[config.mk]
export PLATFORM = sky130hd
export DESIGN_NAME = sac_region_file
export DESIGN_NICKNAME = d
export VERILOG_FILES = /design/src/rtl/sac_region_file.sv
export SDC_FILE = /design/constraint.sdc
export NUM_CORES = 1
export LEC_CHECK = 0
export BUFFER_PORTS_ARGS = -buffer_cell sky130_fd_sc_hd__buf_2
export CORE_MARGIN = 1.5
export CORE_UTILIZATION = 55
export CTS_CLUSTER_SIZE = 14
export DETAILED_ROUTE_END_ITERATION = 6
export PLACE_DENSITY_LB_ADDON = 0.12
export SYNTH_ARGS = -nofsm -noshare
export SYNTH_HDL_FRONTEND = slang
export SYNTH_SLANG_ARGS = --single-unit
[constraint.sdc]
create_clock -name clk -period 2.01 [get_ports clk]
set_input_delay 0.1005 -clock clk [delete_from_list [all_inputs] [get_ports clk]]
set_output_delay 0.1005 -clock clk [all_outputs]
set_load 0.01 [all_outputs]
[src/rtl/sac_region_file.sv]
module sac_region_file #(
   parameter int N_REGIONS = 8,
   parameter int ADDR_W    = 32,
   localparam int IDX_W    = (N_REGIONS > 1) ? $clog2(N_REGIONS) : 1
) (
   input  logic                   clk,
   input  logic                   rst_n,
   input  logic                   wr_en,
   input  logic [IDX_W-1:0]       wr_idx,
   input  logic [ADDR_W-1:0]      wr_base,
   input  logic [ADDR_W-1:0]      wr_limit,
   input  logic                   wr_on,
   input  logic [1:0]             wr_attr,
   input  logic [ADDR_W-1:0]      look_addr,
   output logic [N_REGIONS-1:0]   hit_vec,
   output logic [2*N_REGIONS-1:0] attr_flat
);
   for (genvar g = 0; g < N_REGIONS; g++) begin : g_rgn
      logic [ADDR_W-1:0] base_q, limit_q;
      logic              on_q;
      logic [1:0]        attr_q;

      always_ff @(posedge clk or negedge rst_n) begin
         if (!rst_n) begin
            base_q  <= '0;
            limit_q <= '0;
            on_q    <= 1'b0;
            attr_q  <= 2'b00;
         end else if (wr_en && wr_idx == IDX_W'(g)) begin
            base_q  <= wr_base;
            limit_q <= wr_limit;
            on_q    <= wr_on;
            attr_q  <= wr_attr;
         end
      end

      assign hit_vec[g] = on_q && (look_addr >= base_q) && (look_addr <= limit_q);
      assign attr_flat[2*g +: 2] = attr_q;
   end
endmodule

# [Yosys cells after proc, flatten, opt, wreduce, memory -nomap -nowiden]
# Index checks and enable logic that the tools add are counted.
[totals] regBits=536 input_bits=105
[classes] n_eq_ne=7 n_lt_le_gt_ge=16 n_reduce_logical=25
[op_table] cell="$ge 32x32->1" n=8
[op_table] cell="$le 32x32->1" n=8
[op_table] cell="$logic_and 1x1->1" n=24
[op_table] cell="$eq 3x3->1 const B" n=4
[op_table] cell="$eq 3x2->1 const B" n=2
[op_table] cell="$eq 3x1->1 const B" n=1
[op_table] cell="$logic_not 3->1" n=1

# [Longest topological paths before layout]
[logic_depth] ltp_word=3 ltp_mapped=8 mapped_depth_nobuf=8

# [Least setup slack after synthesis]
# OpenSTA, ideal clock, no wires.
[synth_path] path_kind="input to output" start="in look_addr[0]" end="out hit_vec[4]" cell_stages=8 slack_ns=0.061 required_ns=1.910 arrival_ns=1.849 n_path_buf=0 path_cell_list="inv_1 ha_1 nand2b_1 a2111oi_0 o211ai_1 a311o_1 a21oi_1 a311oi_1"
[synth_via] elab_chain_len=3 word_cells_on_any_way=4 classes_between="2 x order compare; 2 x reduce/logical"
[synth_lines] item="from (decl)" line="14" rtl="input logic [ADDR_W-1:0] look_addr,"
[synth_lines] item="$ge 32x32->1" line="37" rtl="assign hit_vec[g] = on_q && (look_addr >= base_q) && (look_addr <= limit_q);"
[synth_lines] item="$logic_and 1x1->1" line="37"
[synth_lines] item="$logic_and 1x1->1 (*)" line="37"
[synth_lines] item="to (decl)" line="15" rtl="output logic [N_REGIONS-1:0] hit_vec,"
# Mark *: on every way between the ends. The rest lies on a longest branch, timed or not.

# [Worst setup path after layout]
[layout_path] start="reg g_rgn[0].limit_q[23]" end="out hit_vec[0]"
[layout_via] elab_chain_len=2
[layout_lines] item="from (decl)" line="19" rtl="logic [ADDR_W-1:0] base_q, limit_q;"
[layout_lines] item="from (signal assigned)" line="31" rtl="limit_q <= wr_limit;"
[layout_lines] item="$le 32x32->1" line="37"
[layout_lines] item="$logic_and 1x1->1" line="37"
# No other way between the ends.

==> impl_metrics.py <==
metrics = {
    "clocking": {
        "clkTransAtPathRegs_ns": 0.06,
        "root_buffer": "clkbuf_16",
        "cts_buffer_depth": 3,
        "cts_sinks": 536,
        "cts_tree": "yes",
        "htreeDepth": 2,
        "cts_made_buffers": 58,
        "clock_latency_ns": 0.63,
    },
    "timing": {
        "hold_viol": 0,
        "finalSetupTns_ns": -7.15,
        "finalSetupViolCount": 8,
        "timing.slew.headroom_pct": 34.8,
        "min_period_ns": 2.96,
        "fin_skew_ns": 0,
        "min_period_over_period_pct": 147,
        "fmax_ghz": 0.338,
        "setup_slack_ns": -0.948,
        "rsz0062_at_grt": "yes",
        "drv_slew": 0,
        "worst_pin_slew_ns": 0.975,
    },
    "logic_synthesis": {
        "yosysTopAreaCell": "dfrtp_1",
        "synth_fp_nets": 3828,
        "yosys-top-cells-count": "dfrtp_1, ha_1, inv_1",
        "synth_top_area_share_pct": 41.9,
        "avgSynthCellArea_sq_um": 9.96,
        "syn-instance-count": 3211,
        "synth_edf_count": 0,
        "synth.most_common_cell": "dfrtp_1",
        "synth_area_leaders": "dfrtp_1, ha_1, mux2_2, inv_1, o21ai_0",
        "synth-warning-count": 0,
        "synth_seq_cells": 536,
        "synth_area_sq_mm": 0.0320,
        "synthArstFlopShare_pct": 100,
        "ys.flop_type": "dfrtp_1",
        "yosysUniqueCellTypes": 38,
        "ys_seq_area_share_pct": 41.9,
    },
    "route": {
        "drc": 0,
        "dr_total_vias": 25700,
        "routed_wl_um": 93200,
        "antenna_left": 0,
        "drt-wirelength-per-cell_um": 20.4,
        "drt_iter0_drc": 1523,
        "dr.pass1.iters": 6,
        "vias_per_cell": 5.63,
    },
    "layout": {
        "drive_above_1_share_pct": 27.0,
        "area.growth.synth_to_final_pct": 25.6,
        "antenna_cells": 0,
        "fin_area_sq_mm": 0.0402,
        "final_nets": 4364,
    },
    "power_and_ir_drop": {
        "peakVddDrop_mv": 0.673,
        "powerDensity_mw_per_mm2": 937,
        "leakage_nw": 19.7,
    },
    "worst_setup_path": {
        "crit_path_cell_trace": "inv_1 -> ha_1 -> buf_4 -> a21oi_1 -> o21ai_0 -> a22oi_1 -> nand2_1 -> a221oi_4 -> buf_2",
        "startpoint_type": "flip-flop",
        "worstPathMaxFanout": 2,
        "startpoint": "g_rgn[0].limit_q[23]",
        "arrival_ns": 2.86,
        "crit_family": "compound AO/OA/AOI/OAI gates",
        "crit_type": "flip-flop to output port",
        "crit_path_end_kind": "output port",
        "worst-path-buf-inv": 3,
        "worst-endpoint-required_ns": 1.91,
        "r2r_slack_ns": 1.09,
        "r2r-start": "g_rgn[6].base_q[4]",
        "slowest_delay_ns": 0.36,
        "crit_slowest_cell": "dfrtp_1",
    },
    "placed_design": {
        "io_buffers": 128,
        "dpl_cell_area_sq_mm": 0.0362,
        "pre_cts_ws_ns": -0.861,
        "hpwl_um": 66100,
        "gp_congestion": 0.907,
    },
    "floorplan": {
        "die_width_um": 244,
        "initial_core_util_pct": 55.6,
        "ios": 129,
        "core_area_sq_mm": 0.0576,
        "die_y_um": 244,
        "dieArea_sq_mm": 0.0596,
        "rows": 88,
    },
    "global_route": {
        "antenna_found_initial": 1,
        "grt_max_degree": 83,
        "grt_pass1_wl_um": 147000,
        "gr-usage-all-layers_pct": 31.7,
        "grt_pass1_vias": 26900,
        "grt-ovfl-total": 0,
    },
    "min_path": {
        "worstHoldStart": "wr_idx[2]",
        "holdCritPathClass": "primary input to flip-flop",
    },
    "status": {
        "status": "finished with violations",
        "failed_checks": "negative setup slack",
    },
    "run": {
        "max_cap_violations": 0,
    },
}
[registers in the layout, indices dropped and copies added, names as in the netlist]
| signal | flops |
|---|---|
| g_rgn.attr_q | 16 |
| g_rgn.base_q | 256 |
| g_rgn.on_q | 8 |
| g_rgn.limit_q | 256 |
[path summary, 6_finish.rpt]
check,endpoint,cells past startpoint
max,hit_vec[0],9
min,g_rgn[6].attr_q[0],4
max reg2reg,g_rgn[6].base_q[4],2
min reg2reg,g_rgn[6].base_q[31],1
max in group asynchronous,g_rgn[2].base_q[10],3
min in group asynchronous,g_rgn[6].limit_q[17],3
[layer usage]
metal	vias up	part of all wire, %	global-route usage, %
li1	12200	-	-
met1	12700	44	42.1
met2	640	47	53.2
met3	190	5.1	3.79
met4	0	3.9	11.9
met5	-	0	0
[through the flow]
stage | hold slack, ns | power [mW] | utilization, % | instances
detailed placement | 0.0563 | 25.2 | 62.8 | 4362
CTS | 0.0904 | 37.4 | 68.9 | 4543
floorplan | -0.195 | 20.4 | - | 3211
global placement | 0.0498 | 24.4 | 62.8 | 4362
global route | 0.118 | 40.0 | 69.8 | 4557
finish | 0.104 | 37.7 | 69.8 | 4557
[cell type report]
cell class                 count  area, sq um
multi-input combinational   2083        17400
fill                        4266        17400
sequential                   536        13400
timing repair buffer         560         4460
inverter                     508         1910
clock buffer                  85         1770
tap                          765          957
clock inverter                20          259
[worst min-delay path, stage by stage]
cell and delay [ns]:
buf_2 0.13, nand4b_1 0.16, buf_4 0.17, mux2_2 0.15
[timing repair]
action,CTS,global route
pin swaps,58,50
resized for setup,137,68
hold buffers,70,0
buffers inserted,8,14
endpoints found under the setup margin,8,8
endpoints found under the hold margin,1014,0
[power breakdown]
| part | leakage, nW | total, mW | switching, mW | internal [mW] |
|---|---|---|---|---|
| Clock | 1.01 | 11.4 | 4.58 | 6.83 |
| Combinational | 12.3 | 12.2 | 6.37 | 5.81 |
| Sequential | 6.48 | 14.1 | 0.975 | 13.1 |
| Total | 19.7 | 37.7 | 11.9 | 25.7 |
[logic make-up (layout without fill, tap and decap cells)]
family	after synthesis	after routing	share of synthesized area, %
AND/OR/NAND/NOR	642	642	9.39
multiplexers	288	288	10.1
AO/OA/AOI/OAI	641	641	11.3
flip-flops	536	536	41.9
buffers and inverters	592	1173	7.20
adder cells (fa/ha/maj)	512	512	20.0
[placed cells by master (no fill, tap or decap), types with 20 or more instances in the layout]
cell type / Yosys / routed
nor2_1: 44 / 36
dfrtp_1: 536 / 536
a21oi_1: 190 / 180
ha_1: 512 / 481
ha_4: 0 / 31
buf_2: 66 / 125
inv_2: 0 / 20
mux2_2: 288 / 288
nand3_1: 49 / 47
clkbuf_16: 0 / 59
o21ai_0: 319 / 305
nand2_1: 374 / 372
buf_12: 0 / 29
a21o_1: 46 / 46
buf_4: 0 / 329
clkbuf_8: 0 / 20
and4_1: 33 / 29
dlygate4sd3_1: 0 / 70
nand4_1: 70 / 70
inv_1: 508 / 488
Power figures use the tool's default switching activity.
